**config.mk**
```make
export PLATFORM = sky130hd
export DESIGN_NAME = leak_offset_bist
export DESIGN_NICKNAME = d
export VERILOG_FILES = /design/src/rtl/lob_pkg.sv /design/src/rtl/lob_stim.sv /design/src/rtl/lob_accum.sv /design/src/rtl/leak_offset_bist.sv
export SDC_FILE = /design/constraint.sdc
export NUM_CORES = 1
export LEC_CHECK = 0
export ABC_AREA = 1
export BUFFER_PORTS_ARGS = -buffer_cell sky130_fd_sc_hd__buf_2
export CORE_UTILIZATION = 41
export DETAILED_ROUTE_END_ITERATION = 10
export HOLD_SLACK_MARGIN = 0.02
export SLEW_MARGIN = 40
export SYNTH_ARGS = -nofsm -noshare
export SYNTH_HDL_FRONTEND = slang
export SYNTH_SLANG_ARGS = --single-unit
export TNS_END_PERCENT = 5
```
**constraint.sdc**
```tcl
create_clock -name clk -period 7.59 [get_ports clk]
set_clock_uncertainty 0.1 [all_clocks]
set_input_delay 1.1385 -clock clk [delete_from_list [all_inputs] [get_ports clk]]
set_output_delay 1.1385 -clock clk [all_outputs]
set_load 0.01 [all_outputs]
```
**src/rtl/lob_pkg.sv**
```systemverilog
package lob_pkg;
    typedef enum logic [1:0] {
        ST_IDLE = 2'd0,
        ST_POS  = 2'd1,
        ST_NEG  = 2'd2,
        ST_DONE = 2'd3
    } lob_state_e;
endpackage

```
**src/rtl/lob_stim.sv**
```systemverilog
module lob_stim #(
    parameter int PAT_MAX = 16,
    parameter int PW      = $clog2(PAT_MAX + 1),
    parameter int IW      = $clog2(PAT_MAX)
) (
    input  logic               clk,
    input  logic               rst_n,
    input  logic               en,
    input  logic               restart,
    input  logic               advance,
    input  logic               invert,
    input  logic [PAT_MAX-1:0] pattern,
    input  logic [PW-1:0]      period,
    output logic               stim_bit
);
    logic [IW-1:0] idx_d, idx_q;

    always_comb begin
        idx_d = idx_q;
        if (restart) begin
            idx_d = '0;
        end else if (advance) begin
            if (int'(idx_q) >= int'(period) - 1) idx_d = '0;
            else                                 idx_d = idx_q + IW'(1);
        end
    end

    always_ff @(posedge clk or negedge rst_n) begin
        if (!rst_n) idx_q <= '0;
        else        idx_q <= idx_d;
    end

    assign stim_bit = en & (pattern[idx_q] ^ invert);
endmodule

```
**src/rtl/lob_accum.sv**
```systemverilog
module lob_accum #(
    parameter int CW = 18
) (
    input  logic                 clk,
    input  logic                 rst_n,
    input  logic                 clr,
    input  logic                 en,
    input  logic                 bit_in,
    output logic signed [CW-1:0] count
);
    logic signed [CW-1:0] cnt_d, cnt_q;

    always_comb begin
        cnt_d = cnt_q;
        if (clr)     cnt_d = '0;
        else if (en) cnt_d = bit_in ? cnt_q + CW'(1) : cnt_q - CW'(1);
    end

    always_ff @(posedge clk or negedge rst_n) begin
        if (!rst_n) cnt_q <= '0;
        else        cnt_q <= cnt_d;
    end

    assign count = cnt_q;
endmodule

```
**src/rtl/leak_offset_bist.sv**
```systemverilog
module leak_offset_bist
    import lob_pkg::*;
#(
    parameter int PAT_MAX = 16,
    parameter int NW      = 16,
    parameter int SW      = 8,
    localparam int PW     = $clog2(PAT_MAX + 1),
    localparam int RW     = NW + 3,
    localparam int SHW    = $clog2(RW)
) (
    input  logic                 clk,
    input  logic                 rst_n,
    input  logic                 start,
    input  logic [PAT_MAX-1:0]   pattern,
    input  logic [PW-1:0]        period,
    input  logic [NW-1:0]        n_samples,
    input  logic [SW-1:0]        settle_len,
    input  logic [SHW-1:0]       lk_shift,
    input  logic [SHW-1:0]       of_shift,
    input  logic                 mod_bit,
    output logic                 stim_bit,
    output logic                 busy,
    output logic                 done,
    output logic                 cfg_err,
    output logic signed [RW-1:0] leak_num,
    output logic signed [RW-1:0] offs_num,
    output logic signed [RW-1:0] leak_shr,
    output logic signed [RW-1:0] offs_shr
);
    localparam int CW   = NW + 2;
    localparam int CNTW = (SW > NW) ? SW : NW;
    localparam int IW   = $clog2(PAT_MAX);

    typedef struct packed {
        lob_state_e           st;
        logic                 counting;
        logic [CNTW-1:0]      cnt;
        logic signed [CW-1:0] pos;
        logic signed [RW-1:0] leak;
        logic signed [RW-1:0] offs;
        logic                 err;
    } regs_t;

    regs_t r_d, r_q;

    logic                 stim_restart, stim_adv, acc_clr, acc_en;
    logic signed [CW-1:0] acc_cnt, samp, end_val;
    logic                 period_ok, cfg_bad, run;
    logic [NW-1:0]        n_rem;

    assign run = (r_q.st == ST_POS) || (r_q.st == ST_NEG);

    lob_stim #(.PAT_MAX(PAT_MAX), .PW(PW), .IW(IW)) u_stim (
        .clk      (clk),
        .rst_n    (rst_n),
        .en       (run),
        .restart  (stim_restart),
        .advance  (stim_adv),
        .invert   (r_q.st == ST_NEG),
        .pattern  (pattern),
        .period   (period),
        .stim_bit (stim_bit)
    );

    lob_accum #(.CW(CW)) u_acc (
        .clk    (clk),
        .rst_n  (rst_n),
        .clr    (acc_clr),
        .en     (acc_en),
        .bit_in (mod_bit),
        .count  (acc_cnt)
    );

    // configuration check
    always_comb begin
        period_ok = (period != '0) && (int'(period) <= PAT_MAX);
        n_rem     = period_ok ? (n_samples % NW'(period)) : '0;
        cfg_bad   = !period_ok || (n_samples == '0) || (n_rem != '0);
    end

    assign samp    = mod_bit ? CW'(1) : '1;
    assign end_val = acc_cnt + samp;

    always_comb begin
        r_d          = r_q;
        stim_restart = 1'b0;
        stim_adv     = 1'b0;
        acc_clr      = 1'b0;
        acc_en       = 1'b0;
        unique case (r_q.st)
            ST_IDLE, ST_DONE: begin
                if (start) begin
                    if (cfg_bad) begin
                        r_d.st   = ST_DONE;
                        r_d.err  = 1'b1;
                        r_d.leak = '0;
                        r_d.offs = '0;
                    end else begin
                        r_d.st       = ST_POS;
                        r_d.err      = 1'b0;
                        r_d.cnt      = '0;
                        r_d.counting = (settle_len == '0);
                        stim_restart = 1'b1;
                        acc_clr      = 1'b1;
                    end
                end
            end
            ST_POS, ST_NEG: begin
                stim_adv = 1'b1;
                if (!r_q.counting) begin
                    if (r_q.cnt == CNTW'(settle_len) - CNTW'(1)) begin
                        r_d.counting = 1'b1;
                        r_d.cnt      = '0;
                    end else begin
                        r_d.cnt = r_q.cnt + CNTW'(1);
                    end
                end else begin
                    acc_en = 1'b1;
                    if (r_q.cnt == CNTW'(n_samples) - CNTW'(1)) begin
                        if (r_q.st == ST_POS) begin
                            r_d.pos      = end_val;
                            r_d.st       = ST_NEG;
                            r_d.cnt      = '0;
                            r_d.counting = (settle_len == '0);
                            stim_restart = 1'b1;
                            acc_clr      = 1'b1;
                        end else begin
                            r_d.leak = RW'(r_q.pos) - RW'(end_val);
                            r_d.offs = -(RW'(r_q.pos) + RW'(end_val));
                            r_d.st   = ST_DONE;
                        end
                    end else begin
                        r_d.cnt = r_q.cnt + CNTW'(1);
                    end
                end
            end
            default: r_d.st = ST_IDLE;
        endcase
    end

    always_ff @(posedge clk or negedge rst_n) begin
        if (!rst_n) begin
            r_q    <= '0;
            r_q.st <= ST_IDLE;
        end else begin
            r_q <= r_d;
        end
    end

    assign busy     = run;
    assign done     = (r_q.st == ST_DONE);
    assign cfg_err  = r_q.err;
    assign leak_num = r_q.leak;
    assign offs_num = r_q.offs;
    assign leak_shr = r_q.leak >>> lk_shift;
    assign offs_shr = r_q.offs >>> of_shift;
endmodule

```
After elaboration in Yosys (flattened, before gate mapping):

Index checks and enable logic that the tools add are counted.

* bits of input ports: 59
* register bits after elaboration: 98
* output and inout port bits: 80
* word-level logic and storage cells: 98

* add/sub/neg operators: 11
* shift operators: 2
* eq/ne operators: 12
* $lt $le $gt $ge: 3
* divide/modulo/power cells: 1
* multiplexer cells: 38
* reduce and logical (&&, ||, !) cells: 20
* bitwise logic cells: 2

Operator list (number)
* 38-bit two-way mux: 4
* 38-bit one-hot mux with 2 select lines: 1
* 18-bit two-way mux: 4
* 16-bit two-way mux: 3
* 39-bit two-way mux: 1
* 19-bit one-hot mux with 2 select lines: 1
* 19-bit by 5-bit >>> shifter with 19-bit output: 2
* 35-bit two-way mux: 1
* 17-bit two-way mux: 2
* 16-bit equality test: 2
* 5-bit by 32-bit >= comparator with 1-bit output: 1
* 18-bit by 18-bit adder with 19-bit output: 1
* 19-bit two-way mux: 1
* 19-bit negation: 1
* 18-bit by 18-bit subtractor with 19-bit output: 1
* 18-bit adder: 1
* 18-bit by 2-bit adder with 18-bit output, second input constant: 1
* 18-bit by 2-bit subtractor with 18-bit output, second input constant: 1
* 16-bit by 1-bit adder with 16-bit output, second input constant: 1
* 16-bit zero test: 1
* 16-bit by 5-bit remainder unit with 16-bit output: 1
* 16-bit nonzero test: 1
* 16-bit by 1-bit subtractor with 16-bit output, second input constant: 1
* 1-bit two-way mux: 12
* 28 further kinds: 43

Logic depth before layout (Yosys ltp):

* depth after elaboration: 9
* depth in mapped cells: 187
* depth with buffers taken out: 184

By module:

From an unflattened synthesis, not the netlist that was laid out.

* cells, all modules: 2739
* area total of the unflattened synthesis: 16798.6 um^2

By module, submodules not included
* leak_offset_bist: area each 14587.7 um^2, cells each 2395, instances 1
* lob_accum: area each 1637.8 um^2, cells each 243, instances 1
* lob_stim: area each 573.0 um^2, cells each 101, instances 1

Worst setup path after synthesis:

OpenSTA, ideal clock, no wires.

* path kind: input to register
* start point: in period[0]
* end point: reg r_q[62] (netlist name)
* stages on the path: 175
* library setup time: 117 ps
* path buffers: 3
* required time: 7373 ps
* setup slack: -15975 ps
* arrival: 23348 ps
* path through: inv_1 ha_1 nand3_1 and2_1 ha_1 nand2_1 nand3b_1 nand2_1 nand2_1 nand2_1 inv_1 ha_1 nand2_1 nand3_1 nand2_1 nand2_1 nand2_1 nand2_1 [139 not listed] nand2_1 a21oi_1 nor2_1 nor2_1 inv_1 nor2_1 nand4_1 nor2_2 o21ai_0 nand2_1 nand2_1 nor2_2 nand3_1 nand2_2 nand2_2 buf_6 nand2_1 nand2_1

* longest elaborated chain between the ends: 7
* elaborated cells between the ends (all ways): 11
* those cells by class: div (1); order compare (1); eq/ne (1); mux (1); reduce/logical (7)

Ends and longest elaborated chain
* start, declared: line leak_offset_bist.sv:15 `input logic [PW-1:0] period,`
* parallel branches: the longest is 4 deep, another holds 16-bit by 5-bit remainder unit with 16-bit output
* 1-bit logical OR *: line leak_offset_bist.sv:78 `cfg_bad = !period_ok || (n_samples == '0) || (n_rem != '0);`
* 2-bit inequality test (no line) *
* 3-bit AND reduction (no line) *
* end signal, assigned: line leak_offset_bist.sv:146 `r_q <= r_d;`
* end, declared: line leak_offset_bist.sv:44 `regs_t r_d, r_q;`

Every way passes the cells marked *.
A chain may end at the register's enable or synchronous reset.

Worst setup path in the final report:

* start point: in period[0]
* end point: reg r_q[57] (netlist name)

Same word-level chain as after synthesis.

==> results <==
- The flow ran to the end, but the final reports show violations.
- The final reports fail on negative setup slack.
- From bottom edge to top edge, the die measures ~190 um.
- 139 I/O pins were placed.
- The routed via count is 17,319.
- The area used by multi-input combinational logic is 0.01166 mm2.
- The largest single stage delay on the critical path is about 0.31 ns.
- The area share of the largest cell type after synthesis is between 10% and 20%.
- After synthesis, the cell types taking the most area are sky130_fd_sc_hd__dfrtp_1, sky130_fd_sc_hd__nand2_1, sky130_fd_sc_hd__ha_1.
- The DRC violations left is 0.
- The count of different cell masters after synthesis is between 60 and 70.
- After detailed routing, the number of vias per cell comes to ~5.
- The core region area is ~0.036 mm2.
- The number of antenna violations at the first check in global routing is 2.
- In this run, synthesis produced a sequential element count of 97.
- The actual slew at the worst max-slew pin is roughly 0.73 ns.
- The arrival time reported for the critical path endpoint is 21.61 ns.
- The synthesis-to-layout area growth is 37.77%.
- The top cell types in the final layout, fill and taps aside, are sky130_fd_sc_hd__nand2_1, sky130_fd_sc_hd__buf_4, sky130_fd_sc_hd__inv_1.
- The timing-limited maximum frequency is 0.04655 GHz.
- The remaining global-route overflow is 0.
- Global routing used between 20% and 30% of the available tracks.
- The count of nets left with antenna violations once routing finished came out at 0.
- Max-cap violations in this run came to 0.
- The synthesized design contains 0 enable-type register cells.
- The setup path with the least slack is of type in2reg.
- Setup repair after global routing could not meet its margin everywhere.
- The max-slew violation count is 0.
- Timing analysis after detailed placement gives a worst setup slack of -14.64 ns.
- The worst path uses 283.0% of the clock period.
- The capturing element type of the critical path is a register.
- TritonCTS built the clock tree.
- The clock sink count is a little under 100.
- The wire-length estimate of the detail-placed layout is about 37,000 um.
- The cell taking the most area after synthesis is sky130_fd_sc_hd__dfrtp_1.
- The insertion delay of the later-clocked pin in the worst-skew pair is about 0.35 ns.
- The number of CTS-inserted buffers is 9.
- The critical path data required time is between 7 and 8 ns.
- The nature of the critical path startpoint is an input port.
- The average wire per cell in the routed design is about 14 um.
- The largest fanout on the critical path is 8.
- The die covers approximately 0.038 mm2.
- The master cell of the clock root buffer is sky130_fd_sc_hd__clkbuf_16.
- Of the cells placed in the final design, the portion with a size suffix greater than 1 is a little under a third.
- The aggregate routed wire length is about 48,000 um.
- The number of H-tree branching levels is 3.
- A synthesized cell averages 6.247 um2.
- The leading cell type in the layout, fill and taps excluded is sky130_fd_sc_hd__nand2_1.
- The most common flop cell mapped by yosys is sky130_fd_sc_hd__dfrtp_1.
- The cell row count is 69.
- The number of hold violations in the final report is 0.
- The library cell contributing the largest single delay on the critical path is sky130_fd_sc_hd__ha_1.
- The wire length of the first global-routing pass is around 78,000 um.
- In this run, the number of DRC markers left after iteration 0 of detailed routing was between 800 and 900.
- Entering global routing, the biggest net connects 81 pins.
- The count of buffers inserted at the top-level ports is roughly 140.
- The number of global-route vias before repair was 16,655.
- In this run the deepest clock path goes through 2 buffers.
- The net count of the finished layout is 3,167.
- Counting every instance in the synthesized netlist gives 2,415.
- Across the whole layout, storage elements account for between 0.002 and 0.0025 mm2.
- Measured against its own limit, the worst slew margin works out to between 50% and 60%.
- At the end of routability-driven placement, the weighted congestion stood at around 0.9.
- The clock-pin slew reported for the worst setup and hold paths after clock tree synthesis is ~0.07 ns.
- Summed over all failing endpoints, the final setup total negative slack is -1080.04 ns.
- The most prevalent standard cell on the critical path is sky130_fd_sc_hd__nand2_2.
- The first detailed-routing pass took 5 iterations.
- Setup slack on the critical path of the routed design comes to -13.89 ns.
- The worst path in the final design needs a cycle of between 20 and 25 ns, including I/O delays and setup.
- The kind of path behind the tightest hold check is reg2reg.
- When the netlist entered floorplanning its net count stood at 2,633.
- The number of warnings reported in the yosys synthesis log is 0.
- For this configuration, the core starts out at a cell density of between 40 and 50%.
- The share of flip-flops with an asynchronous set or reset after synthesis is 100.0%.
- The number of fill cells in the layout is between 3,000 and 4,000.
- The area of the mapped netlist is about 0.015 mm2.
- The total of endpoints with negative setup slack in the final report is 78.
- The register area share after synthesis is between 10% and 20%.
- The horizontal extent of the die is slightly below 200 um.
flip-flops by register name, summed over array words and instances, names as in the netlist:
| signal | flops |
|---|---|
| r_q | 37 |
| leak_num | 19 |
| offs_num | 18 |
| u_acc.count | 18 |
| u_stim.idx_q | 4 |
| cfg_err | 1 |
synth_stat cells, types with 11 or more instances:
cell type and number:
sky130_fd_sc_hd__o21ai_1 42, sky130_fd_sc_hd__or2_2 15, sky130_fd_sc_hd__nor2_1 199, sky130_fd_sc_hd__nand2_1 604
sky130_fd_sc_hd__xor2_1 78, sky130_fd_sc_hd__o21ai_0 181, sky130_fd_sc_hd__buf_4 41, sky130_fd_sc_hd__o211ai_1 24
sky130_fd_sc_hd__a21oi_1 101, sky130_fd_sc_hd__mux2i_1 11, sky130_fd_sc_hd__nand2_2 16, sky130_fd_sc_hd__clkbuf_1 41
sky130_fd_sc_hd__nand4_1 53, sky130_fd_sc_hd__inv_2 16, sky130_fd_sc_hd__nor3_1 27, sky130_fd_sc_hd__o21ai_2 20
sky130_fd_sc_hd__o21bai_1 15, sky130_fd_sc_hd__nand3_2 17, sky130_fd_sc_hd__buf_6 11, sky130_fd_sc_hd__xnor2_1 22
sky130_fd_sc_hd__nand3_1 173, sky130_fd_sc_hd__ha_1 155, sky130_fd_sc_hd__dfrtp_1 97, sky130_fd_sc_hd__inv_1 333
cells by family (layout without fill, tap and decap cells):
| group | after synthesis | in the layout | share of synthesized area (%) |
|---|---|---|---|
| xor+xnor | 100 | 100 | 5.806 |
| compound gates | 429 | 429 | 16.30 |
| other cells | 0 | 2 | 0 |
| flops | 97 | 97 | 16.09 |
| mux | 11 | 11 | 0.7299 |
| simple gates | 1164 | 1165 | 34.76 |
| buf+inv | 455 | 993 | 12.93 |
| fa+ha+maj | 159 | 159 | 13.39 |
cell type report:
class / count / share of cell area (%)
Multi-Input combinational cell: 1864 / 56.13
Timing Repair Buffer: 624 / 21.34
Sequential cell: 97 / 11.68
Clock buffer: 11 / 1.168
Antenna cell: 2 / 0.02408
Clock inverter: 5 / 0.4154
Inverter: 353 / 6.478
Tap cell: 461 / 2.775
metrics by stage:
stage	util (%)	instance area, um2	std cells	hold WS, ns
global route	57.87	20780	3417	0.4349
detailed placement	52.29	18780	3277	0.3969
global placement	52.23	18760	3276	0.3958
floorplan	-	15330	2415	0.3752
finish	57.87	20780	3417	0.4088
CTS	56.25	20200	3385	0.4154
per-layer routing:
metal | up-vias | global-route usage, % | wire, um
li1 | 8952 | - | -
met1 | 7943 | 30.54 | 21370
met2 | 356 | 45.57 | 23670
met3 | 68 | 1.131 | 1504
met4 | 0 | 7.260 | 1143
met5 | - | 0 | 0
worst paths after layout:
kind | from | end | slack (ns) | cells past startpoint
max in group asynchronous | rst_n | leak_num[15] | 5.86 | 2
max reg2reg | u_acc.count[0] | offs_num[18] | 1.61 | 39
min reg2reg | cfg_err | cfg_err | 0.41 | 1
min in group asynchronous | rst_n | r_q[58] | 0.55 | 1
max | period[0] | r_q[57] | -13.89 | 178
min | cfg_err | cfg_err | 0.41 | 1
repair_timing:
action	CTS	global route
buffers inserted	89	33
pin swaps	90	124
resized for setup	80	98
endpoints found under the setup margin	78	78
hold buffers	0	0
cloned	3	0
worst max-delay path: cells and delay by family:
| family | cells | cell delay [ns] |
|---|---|---|
| AOI/OAI and AO/OA | 39 | 4.88 |
| adders and majority gates | 16 | 4.17 |
| and+or+nand+nor | 92 | 8.66 |
| buffers and inverters | 31 | 2.64 |
Power is not shown: default switching activity piles up to over one toggle a cycle in this logic, so the estimate is an artifact.
